## src/rtl/sram_ctl_pkg.sv

```systemverilog
package sram_ctl_pkg;

    typedef enum logic [2:0] {
        ST_IDLE,
        ST_RD_ACC,
        ST_RD_END,
        ST_WR_TURN,
        ST_WR_PULSE,
        ST_WR_HOLD
    } ctl_state_e;

    // whole clock cycles covering a timing figure, at least one
    function automatic int calc_wait(input int t_ns, input int clk_ns);
        int n;
        n = (t_ns + clk_ns - 1) / clk_ns;
        return (n < 1) ? 1 : n;
    endfunction

endpackage

```

## src/rtl/sram_window_counter.sv

```systemverilog
module sram_window_counter #(
    parameter int WAIT_CYC = 3
) (
    input  logic clk,
    input  logic rst_n,
    input  logic clear,
    output logic last
);
    localparam int CNT_W = (WAIT_CYC > 1) ? $clog2(WAIT_CYC) : 1;
    localparam logic [CNT_W-1:0] LAST_VAL = CNT_W'(WAIT_CYC - 1);

    logic [CNT_W-1:0] cnt;

    always_ff @(posedge clk or negedge rst_n) begin
        if (!rst_n)
            cnt <= '0;
        else if (clear)
            cnt <= '0;
        else if (cnt != LAST_VAL)
            cnt <= cnt + 1'b1;
    end

    assign last = !clear && (cnt == LAST_VAL);

    // window length never exceeds the configured count
    a_r3_cnt_bound: assert property (@(posedge clk) disable iff (!rst_n)
        cnt <= LAST_VAL);

endmodule

```

## src/rtl/sram_lane_capture.sv

```systemverilog
module sram_lane_capture #(
    parameter int LANE_W = 8,
    parameter int LANES  = 2
) (
    input  logic                    clk,
    input  logic                    rst_n,
    input  logic                    cap,
    input  logic [LANES-1:0]        lane_en,
    input  logic [LANES*LANE_W-1:0] bus_in,
    output logic [LANES*LANE_W-1:0] rdata
);
    localparam int DW = LANES * LANE_W;

    logic [DW-1:0] masked;

    for (genvar i = 0; i < LANES; i++) begin : g_lane
        assign masked[i*LANE_W +: LANE_W] = lane_en[i] ? bus_in[i*LANE_W +: LANE_W] : '0;

        // a disabled lane reads back as zero
        a_r4_lane_zero: assert property (@(posedge clk) disable iff (!rst_n)
            (cap && !lane_en[i]) |=> (rdata[i*LANE_W +: LANE_W] == '0));
    end

    always_ff @(posedge clk or negedge rst_n) begin
        if (!rst_n)
            rdata <= '0;
        else if (cap)
            rdata <= masked;
    end

endmodule

```

## src/rtl/sram_bus_ctl.sv

```systemverilog
module sram_bus_ctl
    import sram_ctl_pkg::*;
#(
    parameter int ADDR_W   = 19,
    parameter int LANE_W   = 8,
    parameter int LANES    = 2,
    parameter int CLK_NS   = 20,
    parameter int GRADE_NS = 55
) (
    input  logic                    clk,
    input  logic                    rst_n,
    input  logic                    req,
    input  logic                    wr,
    input  logic [ADDR_W-1:0]       addr,
    input  logic [LANES*LANE_W-1:0] wdata,
    input  logic [LANES-1:0]        be,
    output logic                    ack,
    output logic [LANES*LANE_W-1:0] rdata,
    output logic                    mem_cs_n,
    output logic                    mem_cs,
    output logic                    mem_we_n,
    output logic                    mem_oe_n,
    output logic [LANES-1:0]        mem_ben_n,
    output logic [ADDR_W-1:0]       mem_addr,
    output logic [LANES*LANE_W-1:0] mem_dq_o,
    output logic                    mem_dq_oe,
    input  logic [LANES*LANE_W-1:0] mem_dq_i
);
    localparam int DATA_W   = LANES * LANE_W;
    localparam int WAIT_CYC = calc_wait(GRADE_NS, CLK_NS);

    ctl_state_e state, nxt;

    logic [ADDR_W-1:0] cmd_addr;
    logic [DATA_W-1:0] cmd_wdata;
    logic [LANES-1:0]  cmd_be;
    logic              win_clear;
    logic              win_last;
    logic              rd_cap;

    // state register
    always_ff @(posedge clk or negedge rst_n) begin
        if (!rst_n)
            state <= ST_IDLE;
        else
            state <= nxt;
    end

    // command capture on acceptance
    always_ff @(posedge clk or negedge rst_n) begin
        if (!rst_n) begin
            cmd_addr  <= '0;
            cmd_wdata <= '0;
            cmd_be    <= '0;
        end else if (state == ST_IDLE && req) begin
            cmd_addr  <= addr;
            cmd_wdata <= wdata;
            cmd_be    <= be;
        end
    end

    // next state
    always_comb begin
        nxt = state;
        unique case (state)
            ST_IDLE:     if (req) nxt = wr ? ST_WR_TURN : ST_RD_ACC;
            ST_RD_ACC:   if (win_last) nxt = ST_RD_END;
            ST_RD_END:   nxt = ST_IDLE;
            ST_WR_TURN:  nxt = ST_WR_PULSE;
            ST_WR_PULSE: if (win_last) nxt = ST_WR_HOLD;
            ST_WR_HOLD:  nxt = ST_IDLE;
            default:     nxt = ST_IDLE;
        endcase
    end

    // outputs decoded from state
    always_comb begin
        mem_cs_n  = 1'b1;
        mem_cs    = 1'b0;
        mem_oe_n  = 1'b1;
        mem_we_n  = 1'b1;
        mem_ben_n = '1;
        mem_dq_oe = 1'b0;
        ack       = 1'b0;
        unique case (state)
            ST_IDLE: ;
            ST_RD_ACC: begin
                mem_cs_n  = 1'b0;
                mem_cs    = 1'b1;
                mem_ben_n = ~cmd_be;
                mem_oe_n  = 1'b0;
            end
            ST_RD_END: ack = 1'b1;
            ST_WR_TURN: begin
                mem_cs_n  = 1'b0;
                mem_cs    = 1'b1;
                mem_ben_n = ~cmd_be;
            end
            ST_WR_PULSE: begin
                mem_cs_n  = 1'b0;
                mem_cs    = 1'b1;
                mem_ben_n = ~cmd_be;
                mem_we_n  = 1'b0;
                mem_dq_oe = 1'b1;
            end
            ST_WR_HOLD: begin
                mem_cs_n  = 1'b0;
                mem_cs    = 1'b1;
                mem_ben_n = ~cmd_be;
                mem_dq_oe = 1'b1;
                ack       = 1'b1;
            end
            default: ;
        endcase
    end

    assign mem_addr  = cmd_addr;
    assign mem_dq_o  = cmd_wdata;
    assign win_clear = !(state == ST_RD_ACC || state == ST_WR_PULSE);
    assign rd_cap    = (state == ST_RD_ACC) && win_last;

    sram_window_counter #(.WAIT_CYC(WAIT_CYC)) u_win (
        .clk   (clk),
        .rst_n (rst_n),
        .clear (win_clear),
        .last  (win_last)
    );

    sram_lane_capture #(.LANE_W(LANE_W), .LANES(LANES)) u_cap (
        .clk     (clk),
        .rst_n   (rst_n),
        .cap     (rd_cap),
        .lane_en (cmd_be),
        .bus_in  (mem_dq_i),
        .rdata   (rdata)
    );

    // the two selects always agree
    a_r2_select_pair: assert property (@(posedge clk) disable iff (!rst_n)
        mem_cs_n != mem_cs);

    // reading means write strobe high and driver off
    a_r3_read_quiet: assert property (@(posedge clk) disable iff (!rst_n)
        !mem_oe_n |-> (mem_we_n && !mem_dq_oe));

    // driver only after output enable was already high
    a_r6_no_contention: assert property (@(posedge clk) disable iff (!rst_n)
        mem_dq_oe |-> (mem_oe_n && $past(mem_oe_n)));

    // hold cycle after the write pulse keeps address and data
    a_r5_write_hold: assert property (@(posedge clk) disable iff (!rst_n)
        (!mem_cs_n && $rose(mem_we_n)) |->
            (mem_dq_oe && $stable(mem_addr) && $stable(mem_dq_o)));

    // acknowledge is a single pulse
    a_r7_ack_pulse: assert property (@(posedge clk) disable iff (!rst_n)
        ack |=> !ack);

    // captured command stays put through an access
    a_r8_cmd_stable: assert property (@(posedge clk) disable iff (!rst_n)
        (!mem_cs_n && $past(!mem_cs_n)) |-> ($stable(mem_addr) && $stable(mem_ben_n)));

endmodule

```

## config.mk

```make
export PLATFORM = sky130hd
export DESIGN_NAME = sram_bus_ctl
export DESIGN_NICKNAME = d
export VERILOG_FILES = /design/src/rtl/sram_ctl_pkg.sv /design/src/rtl/sram_window_counter.sv /design/src/rtl/sram_lane_capture.sv /design/src/rtl/sram_bus_ctl.sv
export SDC_FILE = /design/constraint.sdc
export NUM_CORES = 1
export LEC_CHECK = 0
export ABC_CLOCK_PERIOD_IN_PS = 2040
export BUFFER_PORTS_ARGS = -buffer_cell sky130_fd_sc_hd__buf_2
export CAP_MARGIN = 10
export CORE_ASPECT_RATIO = 2
export CORE_UTILIZATION = 49
export CTS_BUF_LIST = sky130_fd_sc_hd__clkbuf_8
export CTS_CLUSTER_DIAMETER = 50
export DETAILED_ROUTE_END_ITERATION = 7
export PLACE_DENSITY = 0.9
export SLEW_MARGIN = 30
export SYNTH_ARGS = -nofsm -noshare
export SYNTH_HDL_FRONTEND = slang
export SYNTH_SLANG_ARGS = --single-unit
export TNS_END_PERCENT = 100
```

## constraint.sdc

```tcl
create_clock -name clk -period 2.04 [get_ports clk]
set_clock_uncertainty 0.05 [all_clocks]
set_input_delay 0.408 -clock clk [delete_from_list [all_inputs] [get_ports clk]]
set_output_delay 0.408 -clock clk [all_outputs]
set_load 0.1 [all_outputs]
```

==> run_results.csv <==
group,metric,value,unit
outcome,status,"completed",
timing,fin_crit_sh,97.49,%
min_path,worstHoldStart,"addr[12]",
setup_path,start_kind,"register",
detailed_routing,ant_nets,0,
setup_path,setup.worst_path.class,"reg -> out",
setup_path,r2r_setup_slack,0.14,ns
yosys,synth_cell_types,29,
clocking,clk_latency,0.32,ns
setup_path,crit_arrival,1.53,ns
yosys,synth_top_area_share,55.93,%
global_route,grt_start_max_net_pins,30,
yosys,syn_avg_cell_area,14.03,sq um
yosys,syn_area,0.002595,sq mm
flow_run,drv_cap,0,
yosys,ys_seq_elements,58,
timing,max_freq,502.8,MHz
setup_path,end_kind,"output port",
detailed_routing,num_vias,1818,
detailed_routing,drt_iter0_drc,50,
yosys,synth_edf_count,0,
yosys,yosysWarnings,0,
setup_path,critical_path.cell_chain,"buf_4 > and2b_4 > or2_4 > buf_12",
clocking,cts_tree,"built",
clocking,clockBufferDepth,2,
global_route,grt_pass1_wl,9156,um
global_route,grt.total_usage,22.93,%
clocking,path_clk_slew,0.07,ns
yosys,synth_area_leader_cell,"dfrtp_1",
floorplanning,die_w,53.46,um
timing,slew_headroom,59.98,%
min_path,whs_path_depth,2,
floorplanning,core,0.005139,sq mm
finish,fin_nets,370,
timing,worst_pin_slew,0.5851,ns
clocking,htreeDepth,3,
setup_path,reg2reg_from,"state[0]$_DFFE_PN0P_",
floorplanning,die_area,0.005609,sq mm
yosys,synth_nets,243,
detailed_routing,drt-vias-per-instance,4.848,
setup_path,crit_buf_inv,2,
setup_path,worstPathRequired,1.58,ns
finish,layout_commonest_cell,"buf_2",
yosys,synth-main-ff-cell,"dfrtp_1",
clocking,cts_buffers,9,
setup_path,reg2reg_to,"mem_dq_o[12]$_DFFE_PN0P_",
global_route,antenna_found_initial,0,
yosys,synthCells,185,
yosys,seq_area_frac_synth,55.93,%
yosys,synth_area_leaders,"dfrtp_1, mux2_4, mux2i_1",
min_path,min_to,"mem_addr[12]$_DFFE_PN0P_",
min_path,hold_class,"in -> reg",
timing,rsz0062_at_grt,"false",
placement,portBuffers,115,
finish,final_util,69.54,%
timing,finalSetupTns,0,ns
setup_path,crit_slowest_cell,"dfrtp_1",
timing,setup-violations-final,0,
setup_path,path_delay_family,"simple AND/OR/NAND/NOR gates",
clocking,clkSinkCount,58,
floorplanning,ios,116,
finish,syn_to_final_growth,37.71,%
timing,finalHoldViolCount,0,
global_route,grt_pass1_vias,1964,
detailed_routing,routed_wl,5764,um
timing,fin_crit,1.989,ns
detailed_routing,wl_per_cell,15.37,um
floorplanning,start_util,50.50,%
placement,gp_congestion,0.8130,
setup_path,cpPeakStageDelay,0.40,ns
setup_path,ff2ff_path_depth,5,
clocking,cts_root_buf,"clkbuf_8",
floorplanning,num_rows,37,
detailed_routing,post-route-drc-count,0,
floorplanning,die_h,104.9,um
placement,hpwl,4169,um
finish,final_cell_mix,"buf_2, dfrtp_1, mux2_4",
finish,diodes,0,
global_route,globalRouteOverflowTotal,0,
timing,slew_violations,0,
finish,drive_gt1_share,60.88,%
detailed_routing,dr.pass1.iters,4,
setup_path,cp_max_fo,7,
yosys,synth-async-reset-ratio,100.0,%
flip-flops by register name (all words and copies together) (netlist names):
| name | cells |
|---|---|
| u_cap.rdata | 16 |
| u_win.cnt | 2 |
| mem_addr | 19 |
| mem_dq_o | 16 |
| state | 3 |
| cmd_be | 2 |
layer usage:
metal / track usage (%) / up-vias / part of all wire (%)
li1: - / 865 / -
met1: 26.20 / 869 / 38
met2: 37.77 / 74 / 55
met3: 6.114 / 10 / 5.1
met4: 10.90 / 0 / 2.4
met5: 0 / - / 0
Yosys cell counts (all sizes together), types with 2 or more instances:
| master | n |
|---|---|
| nand2 | 21 |
| nor2 | 2 |
| nor2b | 2 |
| nor3 | 2 |
| dfrtp | 58 |
| inv | 18 |
| o21ai | 3 |
| buf | 11 |
| or2 | 2 |
| mux2i | 16 |
| mux2 | 37 |
layout make-up:
type	count	area [sq um]
fillers	371	1565
flip-flops and latches	58	1453
multi-input cells	97	1001
repair buffers	128	794.5
clock buffers	9	123.9
well taps	58	72.57
inverters	18	67.56
clock inverters	7	61.31
logic make-up after synthesis:
| logic type | synth area share (%) |
|---|---|
| xor gates and xnor gates | 0.6751 |
| muxes | 26.57 |
| DFF | 55.93 |
| and+or+nand+nor | 7.040 |
| adders and majority gates | 0.4821 |
| AOI/OAI and AO/OA | 1.881 |
| buffers and inverters | 7.425 |
through the flow:
step	area (sq um)	hold slack (ns)	cells	setup WS, ns
3_5_place_dp	3324	0.2904	355	0.1575
6_report	3573	0.2677	375	0.05110
3_3_place_gp	3324	0.2820	355	0.1856
4_1_cts	3571	0.2499	375	0.04485
2_1_floorplan	2644	0.06241	185	0.05977
5_1_grt	3573	0.2445	375	0.005298
worst max-delay path by stage:
stage / start / endpoint / cells past startpoint
5_1_grt: state[2]$_DFFE_PN0P_ / mem_oe_n / 5
3_3_place_gp: state[1]$_DFFE_PN0P_ / mem_ben_n[1] / 3
6_report: state[2]$_DFFE_PN0P_ / mem_cs / 4
3_5_place_dp: state[1]$_DFFE_PN0P_ / mem_ben_n[1] / 3
4_1_cts: state[2]$_DFFE_PN0P_ / mem_cs / 4
2_1_floorplan: state[2]$_DFFE_PN0P_ / mem_ben_n[0] / 4
what timing repair did:
item,4_1_cts,5_1_grt
gates resized for setup,10,1
setup buffers,3,0
endpoints found under the hold margin,13,0
endpoints found under the setup margin,6,1
hold buffers,1,0
Power is left out: the tool's default activity adds up to more than one toggle a clock period on the data nets, which glitch-free logic cannot reach.
